### config.mk
export PLATFORM = sky130hd
export DESIGN_NAME = lsc_top
export DESIGN_NICKNAME = d
export VERILOG_FILES = /design/src/rtl/lsc_pkg.sv /design/src/rtl/lsc_pulse_ctr.sv /design/src/rtl/lsc_seq.sv /design/src/rtl/lsc_regs.sv /design/src/rtl/lsc_top.sv
export SDC_FILE = /design/constraint.sdc
export NUM_CORES = 1
export LEC_CHECK = 0
export CORE_UTILIZATION = 35
export DETAILED_ROUTE_END_ITERATION = 8
export HOLD_SLACK_MARGIN = 0.03
export PLACE_DENSITY = 0.56
export SLEW_MARGIN = 20
export SYNTH_ARGS = -nofsm -noshare
export SYNTH_HDL_FRONTEND = slang
export SYNTH_SLANG_ARGS = --single-unit
### constraint.sdc
create_clock -name clk -period 3.51 [get_ports clk]
set_clock_uncertainty 0.15 [all_clocks]
set_input_delay 0.702 -clock clk [delete_from_list [all_inputs] [get_ports clk]]
set_output_delay 0.702 -clock clk [all_outputs]
set_load 0.01 [all_outputs]
### src/rtl/lsc_pkg.sv
`timescale 1ns/100ps
package lsc_pkg;
    localparam int CNT_W    = 16;
    localparam int RES_STEP = 4;
    localparam int BYTE_W   = 8;
    localparam int ADDR_W   = 3;
    localparam int MODE_W   = 3;

    localparam logic [MODE_W-1:0] MD_OFF     = 3'b000;
    localparam logic [MODE_W-1:0] MD_VIS_ONE = 3'b001;
    localparam logic [MODE_W-1:0] MD_IR_ONE  = 3'b010;
    localparam logic [MODE_W-1:0] MD_VIS_RUN = 3'b101;
    localparam logic [MODE_W-1:0] MD_IR_RUN  = 3'b110;

    localparam logic [ADDR_W-1:0] A_CTRL = 3'd0;
    localparam logic [ADDR_W-1:0] A_CFG  = 3'd1;
    localparam logic [ADDR_W-1:0] A_DLO  = 3'd2;
    localparam logic [ADDR_W-1:0] A_DHI  = 3'd3;
    localparam logic [ADDR_W-1:0] A_TLO  = 3'd4;
    localparam logic [ADDR_W-1:0] A_THI  = 3'd5;

    typedef enum logic [1:0] {
        ST_IDLE  = 2'd0,
        ST_INTEG = 2'd1,
        ST_STORE = 2'd2
    } seq_state_e;

    function automatic logic md_starts(input logic [MODE_W-1:0] m);
        return (m == MD_VIS_ONE) || (m == MD_IR_ONE) ||
               (m == MD_VIS_RUN) || (m == MD_IR_RUN);
    endfunction

    function automatic logic md_is_ir(input logic [MODE_W-1:0] m);
        return (m == MD_IR_ONE) || (m == MD_IR_RUN);
    endfunction

    function automatic logic md_is_run(input logic [MODE_W-1:0] m);
        return (m == MD_VIS_RUN) || (m == MD_IR_RUN);
    endfunction

    // 2^w - 1 with w = CNT_W - RES_STEP*code: both the saturation limit
    // and the index of the last window cycle.
    function automatic logic [CNT_W-1:0] res_mask(input logic [1:0] r);
        logic [CNT_W:0] one;
        logic [CNT_W:0] t;
        int w;
        one = {{CNT_W{1'b0}}, 1'b1};
        w   = CNT_W - RES_STEP * int'(r);
        t   = (one << w) - one;
        return t[CNT_W-1:0];
    endfunction
endpackage

### src/rtl/lsc_pulse_ctr.sv
`timescale 1ns/100ps
module lsc_pulse_ctr
    import lsc_pkg::*;
(
    input  logic             clk,
    input  logic             rst_n,
    input  logic             clr,
    input  logic             en,
    input  logic             pulse,
    input  logic [1:0]       res,
    output logic [CNT_W-1:0] count
);
    logic [CNT_W-1:0] lim;
    assign lim = res_mask(res);

    always_ff @(posedge clk or negedge rst_n) begin
        if (!rst_n) begin
            count <= '0;
        end else if (clr) begin
            count <= '0;
        end else if (en && pulse && (count < lim)) begin
            count <= count + CNT_W'(1);
        end
    end

    // a pulse at the width limit does not wrap the count
    p_no_wrap_r4: assert property (@(posedge clk) disable iff (!rst_n)
        (!clr && en && pulse && (count >= lim)) |=> $stable(count));
endmodule

### src/rtl/lsc_seq.sv
`timescale 1ns/100ps
module lsc_seq
    import lsc_pkg::*;
(
    input  logic              clk,
    input  logic              rst_n,
    input  logic              mode_wr,
    input  logic [MODE_W-1:0] mode_new,
    input  logic [MODE_W-1:0] mode_cur,
    input  logic [1:0]        res,
    output logic              ctr_clr,
    output logic              ctr_en,
    output logic              chan_ir,
    output logic              store,
    output logic              store_vis,
    output logic              mode_clr
);
    seq_state_e       st_q, st_d;
    logic [CNT_W-1:0] cyc_q;
    logic [CNT_W-1:0] last_cyc;

    assign last_cyc = res_mask(res);

    always_ff @(posedge clk or negedge rst_n) begin
        if (!rst_n) st_q <= ST_IDLE;
        else        st_q <= st_d;
    end

    always_ff @(posedge clk or negedge rst_n) begin
        if (!rst_n)                          cyc_q <= '0;
        else if (mode_wr || st_q != ST_INTEG) cyc_q <= '0;
        else                                 cyc_q <= cyc_q + CNT_W'(1);
    end

    always_comb begin
        st_d = st_q;
        if (mode_wr) begin
            st_d = md_starts(mode_new) ? ST_INTEG : ST_IDLE;
        end else begin
            unique case (st_q)
                ST_IDLE:  st_d = ST_IDLE;
                ST_INTEG: if (cyc_q >= last_cyc) st_d = ST_STORE;
                ST_STORE: st_d = md_is_run(mode_cur) ? ST_INTEG : ST_IDLE;
                default:  st_d = ST_IDLE;
            endcase
        end
    end

    always_comb begin
        ctr_en  = 1'b0;
        store   = 1'b0;
        ctr_clr = mode_wr;
        unique case (st_q)
            ST_IDLE:  ;
            ST_INTEG: ctr_en = 1'b1;
            ST_STORE: begin
                store   = 1'b1;
                ctr_clr = 1'b1;
            end
            default:  ;
        endcase
        chan_ir   = md_is_ir(mode_cur);
        store_vis = store && !md_is_ir(mode_cur);
        mode_clr  = store && !mode_wr && !md_is_run(mode_cur);
    end

    // the window does not end before its last cycle
    p_integ_len_r3: assert property (@(posedge clk) disable iff (!rst_n)
        (st_q == ST_INTEG && !mode_wr && cyc_q < last_cyc) |=> (st_q == ST_INTEG));
    // single-shot returns to idle
    p_oneshot_idle_r6: assert property (@(posedge clk) disable iff (!rst_n)
        (st_q == ST_STORE && !mode_wr && !md_is_run(mode_cur)) |=> (st_q == ST_IDLE));
    // continuous restarts a fresh window
    p_cont_restart_r7: assert property (@(posedge clk) disable iff (!rst_n)
        (st_q == ST_STORE && !mode_wr && md_is_run(mode_cur)) |=> (st_q == ST_INTEG && cyc_q == '0));
    // off or reserved codes park the sequencer
    p_reserved_idle_r8: assert property (@(posedge clk) disable iff (!rst_n)
        (mode_wr && !md_starts(mode_new)) |=> (st_q == ST_IDLE));
endmodule

### src/rtl/lsc_regs.sv
`timescale 1ns/100ps
module lsc_regs
    import lsc_pkg::*;
(
    input  logic              clk,
    input  logic              rst_n,
    input  logic              wr,
    input  logic              rd,
    input  logic [ADDR_W-1:0] addr,
    input  logic [BYTE_W-1:0] wdata,
    output logic [BYTE_W-1:0] rdata,
    input  logic              mode_clr,
    input  logic              store,
    input  logic              store_vis,
    input  logic [CNT_W-1:0]  result,
    output logic [MODE_W-1:0] mode_q,
    output logic [1:0]        res_q,
    output logic              mode_wr,
    output logic              flag
);
    logic [1:0]       rng_q;
    logic [CNT_W-1:0] data_q;
    logic [CNT_W-1:0] thr_q;
    logic             rd_clr;
    logic             hit;

    assign mode_wr = wr && (addr == A_CTRL);
    assign rd_clr  = rd && (addr == A_CTRL);
    assign hit     = store_vis && (result <= thr_q);

    always_ff @(posedge clk or negedge rst_n) begin
        if (!rst_n)        mode_q <= MD_OFF;
        else if (mode_wr)  mode_q <= wdata[BYTE_W-1 -: MODE_W];
        else if (mode_clr) mode_q <= MD_OFF;
    end

    always_ff @(posedge clk or negedge rst_n) begin
        if (!rst_n) begin
            rng_q <= '0;
            res_q <= '0;
            thr_q <= '0;
        end else if (wr) begin
            if (addr == A_CFG) begin
                rng_q <= wdata[1:0];
                res_q <= wdata[3:2];
            end
            if (addr == A_TLO) thr_q[BYTE_W-1:0]     <= wdata;
            if (addr == A_THI) thr_q[CNT_W-1:BYTE_W] <= wdata;
        end
    end

    always_ff @(posedge clk or negedge rst_n) begin
        if (!rst_n)     data_q <= '0;
        else if (store) data_q <= result;
    end

    always_ff @(posedge clk or negedge rst_n) begin
        if (!rst_n)      flag <= 1'b0;
        else if (hit)    flag <= 1'b1;
        else if (rd_clr) flag <= 1'b0;
    end

    always_comb begin
        rdata = '0;
        case (addr)
            A_CTRL:  rdata = {mode_q, {(BYTE_W-MODE_W){1'b0}}};
            A_CFG:   rdata = {{(BYTE_W-4){1'b0}}, res_q, rng_q};
            A_DLO:   rdata = data_q[BYTE_W-1:0];
            A_DHI:   rdata = data_q[CNT_W-1:BYTE_W];
            A_TLO:   rdata = thr_q[BYTE_W-1:0];
            A_THI:   rdata = thr_q[CNT_W-1:BYTE_W];
            default: rdata = '0;
        endcase
    end

    // data bytes change only on a stored result
    p_data_ro_r5: assert property (@(posedge clk) disable iff (!rst_n)
        !store |=> $stable(data_q));
    // a visible hit raises the flag
    p_vis_hit_r10: assert property (@(posedge clk) disable iff (!rst_n)
        hit |=> flag);
    // infrared results never raise the flag
    p_ir_no_irq_r11: assert property (@(posedge clk) disable iff (!rst_n)
        (store && !store_vis && !flag) |=> !flag);
    // the flag holds until a read of the control register
    p_flag_sticky_r12: assert property (@(posedge clk) disable iff (!rst_n)
        (flag && !rd_clr) |=> flag);
endmodule

### src/rtl/lsc_top.sv
`timescale 1ns/100ps
module lsc_top
    import lsc_pkg::*;
(
    input  logic              clk,
    input  logic              rst_n,
    input  logic              reg_wr,
    input  logic              reg_rd,
    input  logic [ADDR_W-1:0] reg_addr,
    input  logic [BYTE_W-1:0] reg_wdata,
    output logic [BYTE_W-1:0] reg_rdata,
    input  logic              vis_pulse,
    input  logic              ir_pulse,
    output logic              irq_n,
    output logic              irq_flag
);
    logic [MODE_W-1:0] mode_q;
    logic [1:0]        res_q;
    logic              mode_wr;
    logic              ctr_clr, ctr_en, chan_ir, store, store_vis, mode_clr;
    logic              pulse_sel;
    logic [CNT_W-1:0]  count;

    assign pulse_sel = chan_ir ? ir_pulse : vis_pulse;

    lsc_regs u_regs (
        .clk       (clk),
        .rst_n     (rst_n),
        .wr        (reg_wr),
        .rd        (reg_rd),
        .addr      (reg_addr),
        .wdata     (reg_wdata),
        .rdata     (reg_rdata),
        .mode_clr  (mode_clr),
        .store     (store),
        .store_vis (store_vis),
        .result    (count),
        .mode_q    (mode_q),
        .res_q     (res_q),
        .mode_wr   (mode_wr),
        .flag      (irq_flag)
    );

    lsc_seq u_seq (
        .clk       (clk),
        .rst_n     (rst_n),
        .mode_wr   (mode_wr),
        .mode_new  (reg_wdata[BYTE_W-1 -: MODE_W]),
        .mode_cur  (mode_q),
        .res       (res_q),
        .ctr_clr   (ctr_clr),
        .ctr_en    (ctr_en),
        .chan_ir   (chan_ir),
        .store     (store),
        .store_vis (store_vis),
        .mode_clr  (mode_clr)
    );

    lsc_pulse_ctr u_ctr (
        .clk   (clk),
        .rst_n (rst_n),
        .clr   (ctr_clr),
        .en    (ctr_en),
        .pulse (pulse_sel),
        .res   (res_q),
        .count (count)
    );

    assign irq_n = ~irq_flag;

    // a control write leaves the pulse count at zero
    p_abort_clear_r9: assert property (@(posedge clk) disable iff (!rst_n)
        (reg_wr && reg_addr == A_CTRL) |=> (count == '0));
endmodule

==> key figures <==
Status
  • Result of the run: finished clean

Worst setup path
  • Worst EP required: about 2700 ps
  • CP startpoint kind: input pin
  • Slowest cell on the critical path: clkdlybuf4s50_1
  • Register-to-Register Setup Slack: around 640 ps
  • Crit path cell chain: clkdlybuf4s50_1 > buf_4 > mux2i_1 > nor2_1 > a31oi_1 > o22ai_1 > clkdlybuf4s50_1
  • Crit path kind: in2out
  • Worst-path maximum fanout: 6
  • CP peak stage delay: 590 ps
  • Nature of the critical path endpoint: output pin
  • Worst R2R Path Depth: 7
  • Cell mode on critical path: clkdlybuf4s50_1
  • Worst flop-to-flop path endpoint: u_ctr.count[4]
  • Crit path max-delay family: buffers and inverters
  • Worst R2R Start: u_regs.res_q[1]
  • Critical Path Start: reg_addr[2]
  • CP arrival: 2500 ps
  • CP Buf/Inv Count: 3

Clock tree
  • Cts hold-fix bufs: 0
  • Clk buf depth: 2
  • Clock root cell: clkbuf_16
  • Post-CTS Resized: 0
  • Post-CTS setup buffers: 0
  • Latest clock arrival within the worst-skew pair: approximately 340 ps
  • CTS Sinks: 74
  • H-tree levels: 3
  • CTS tree: yes
  • CTS Buf Count: 9
  • Worst-path clk slew: ~60 ps

Yosys
  • EDFF count, synth: 0
  • Synthesized cell area: between 4000 and 5000 µm²
  • Register area share after synthesis: between 40% and 50%
  • Yosys Warn Count: 0
  • Top cells by area, synth: dfrtp_1 (40%), ha_1 (12%), nand2_1 (6.6%)
  • Area share of the largest cell type after synthesis: roughly 40%
  • Syn Inst Count: around 500
  • Netlist cell types: 52
  • Average cell area after synthesis: approximately 9.2 µm²
  • Ys async rst share: 100%
  • Yosys reg bits: 74
  • Leading area contributor after synthesis: dfrtp_1
  • Synthesized Nets: 563
  • Top FF cell, synth: dfrtp_1

Placement
  • Post-detail-place hpwl: approximately 8.8 mm
  • DP Worst Slack: around 170 ps
  • Final GP Congestion: a little under 0.9
  • # port buffers: 26

Power
  • Power Total: 2920 µW
  • Pwr dens: roughly 540 nW/µm²
  • Static Leak: around 0.0025 µW
  • VDD IR max: around 0.23 mV

Final layout
  • Ant. Diodes: 0
  • Final Core Density: between 40% and 50%
  • Layout area overhead: 18.4%
  • Fill cell count: between 1k and 1.5k
  • Share of cells above drive strength 1: ~10%
  • Nets@finish: slightly below 600

Drt
  • Met3 Wirelength: 478 µm
  • Met2 wire len: 5.66 mm
  • Via Count: ~3.8k
  • DR WL/cell: between 15 and 20 µm
  • Metal-1 WL: ~5.8 mm
  • Detailed Route Iter0 Violations: approximately 240
  • Total Wirelength: ~12 mm
  • Max layer used: met4
  • # DRC: 0
  • Routed Antenna Nets: 0
  • DRT Pass-1 Iters: 5
  • Vias per cell: between 5 and 6

Global route
  • Initial antenna violation count: 0
  • Overflow left after global routing: 0
  • GR Util All Layers: approximately a fifth
  • Vias in the first global route: roughly 3.8k
  • Largest net degree at the start of global routing: 75
  • Global-route wire length before repair: a little under 20 mm

STA
  • Slew Limit Fails: 0
  • Worst slew pin tran: 974 ps
  • Final setup violation count: 0
  • RSZ-0062 raised after global routing: false
  • Final setup margin: 158 ps
  • Worst hold slack: between 300 and 400 ps
  • Final worst-path cycle share: a little over nine tenths
  • Final Critical Period: around 3400 ps
  • Fmax achieved: between 200 and 300 MHz
  • Final Hold Vio Count: 0
  • Max transition margin: 35.1%
  • Setup TNS: 0 ps

Floorplan
  • Core Rows: slightly above 40
  • IO Pins: 27
  • Total die area: 13,600 µm²
  • Die height: about 120 µm
  • Initial core utilization: roughly 36%
  • Die Wd: around 120 µm
  • Core Area: around 13,000 µm²

Hold path
  • Worst hold path class: reg2reg
  • Hold worst-path end: u_regs.data_q[6]
  • Worst hold start: u_regs.data_q[6]
  • Hold Path Depth: 2

Run
  • Max Cap Violations: 0
==> synth_stat cells (3+ instances only) <==
cell type,n
mux2i_1,15
o21ai_1,3
nor2_1,26
a221oi_1,4
or4_1,7
nand4_1,18
xor2_1,10
mux2_2,13
a211oi_1,3
and2_1,3
nand2b_1,4
a21oi_1,39
xnor2_1,4
or2_2,7
nor2b_1,6
inv_1,22
nand2_1,81
dfrtp_1,74
clkbuf_1,15
ha_1,44
o211ai_1,4
o21ai_0,18
nand3_1,19
a21o_1,6
buf_1,3
nor3_1,12
and4_1,5
o31ai_1,7
==> registers in the layout, summed over array words and instances, names as in the netlist <==
register	count
u_ctr.count	16
u_regs.data_q	16
u_regs.thr_q	16
u_seq.cyc_q	16
u_regs.mode_q	3
u_regs.res_q	2
u_regs.rng_q	2
u_seq.st_q	2
u_regs.flag	1
==> cell type report <==
type | count | area [µm²] | share of cell area (%)
clock buffer | 12 | 256 | 4.70
clock inverter | 4 | 97.6 | 1.79
inverter | 22 | 82.6 | 1.51
multi-input combinational | 384 | 2580 | 47.3
sequential | 74 | 1850 | 33.9
tap | 172 | 215 | 3.94
timing repair buffer | 41 | 370 | 6.79
==> kinds of logic (layout without fill, tap and decap cells) <==
group                    Yosys count  count (layout)  synth area share [%]
AO/OA/AOI/OAI                     99              99                  13.8
adder cells (fa/ha/maj)           44              44                  12.0
XOR/XNOR                          14              14                  2.66
flip-flops                        74              74                  40.2
multiplexers                      28              28                  6.44
other                              1               1                0.0814
buffers and inverters             44              79                  3.88
AND/OR/NAND/NOR                  198             198                  21.0
==> where the power goes <==
group	switching, µW	internal (µW)	total, µW
Combinational	447	300	748
Clock	361	734	1090
Sequential	120	957	1080
Total	928	1990	2920
==> cell usage in the layout (no fill, tap or decap), types with 3 or more instances in the layout <==
cell,count
nor2b_1,6
o211ai_1,4
and2_1,3
ha_1,44
clkdlybuf4s50_1,25
a21oi_1,39
buf_4,16
o21ai_0,18
or4_1,7
a221oi_1,4
mux2_2,13
nand3_1,19
or2_2,7
xnor2_1,4
nor2_1,26
inv_1,22
xor2_1,10
nand2b_1,4
nand4_1,18
mux2i_1,15
a211oi_1,3
bufinv_16,3
clkbuf_16,9
nor3_1,12
dfrtp_1,74
a21o_1,6
nand2_1,81
o21ai_1,3
and4_1,5
o31ai_1,7
==> layer usage <==
layer | global-route usage (%) | vias up
met5 | 0 | -
met4 | 9.96 | 0
met3 | 2.70 | 21
met2 | 31.6 | 93
met1 | 25.3 | 1860
li1 | - | 1870
==> tightest hold or removal path, delay by kind of cell, from the launching register on <==
family	cells	cell delay, ps
DFF	1	340
and+or+nand+nor	2	100
==> worst max path at each step <==
stage	end	slack, ps	cells after the start
after floorplan	reg_rdata[5]	830	5
after global placement	reg_rdata[5]	170	6
after detailed placement	reg_rdata[6]	170	7
after CTS	reg_rdata[5]	140	6
after global routing	reg_rdata[7]	30	7
final	reg_rdata[6]	160	7
==> metrics by stage <==
| stage | instance area (µm²) | instances |
|---|---|---|
| 6_report | 5460 | 709 |
| 5_1_grt | 5460 | 709 |
| 4_1_cts | 5460 | 709 |
| 3_5_place_dp | 5100 | 693 |
| 3_3_place_gp | 5100 | 693 |
| 2_1_floorplan | 4610 | 502 |
Power figures use the tool's default switching activity.
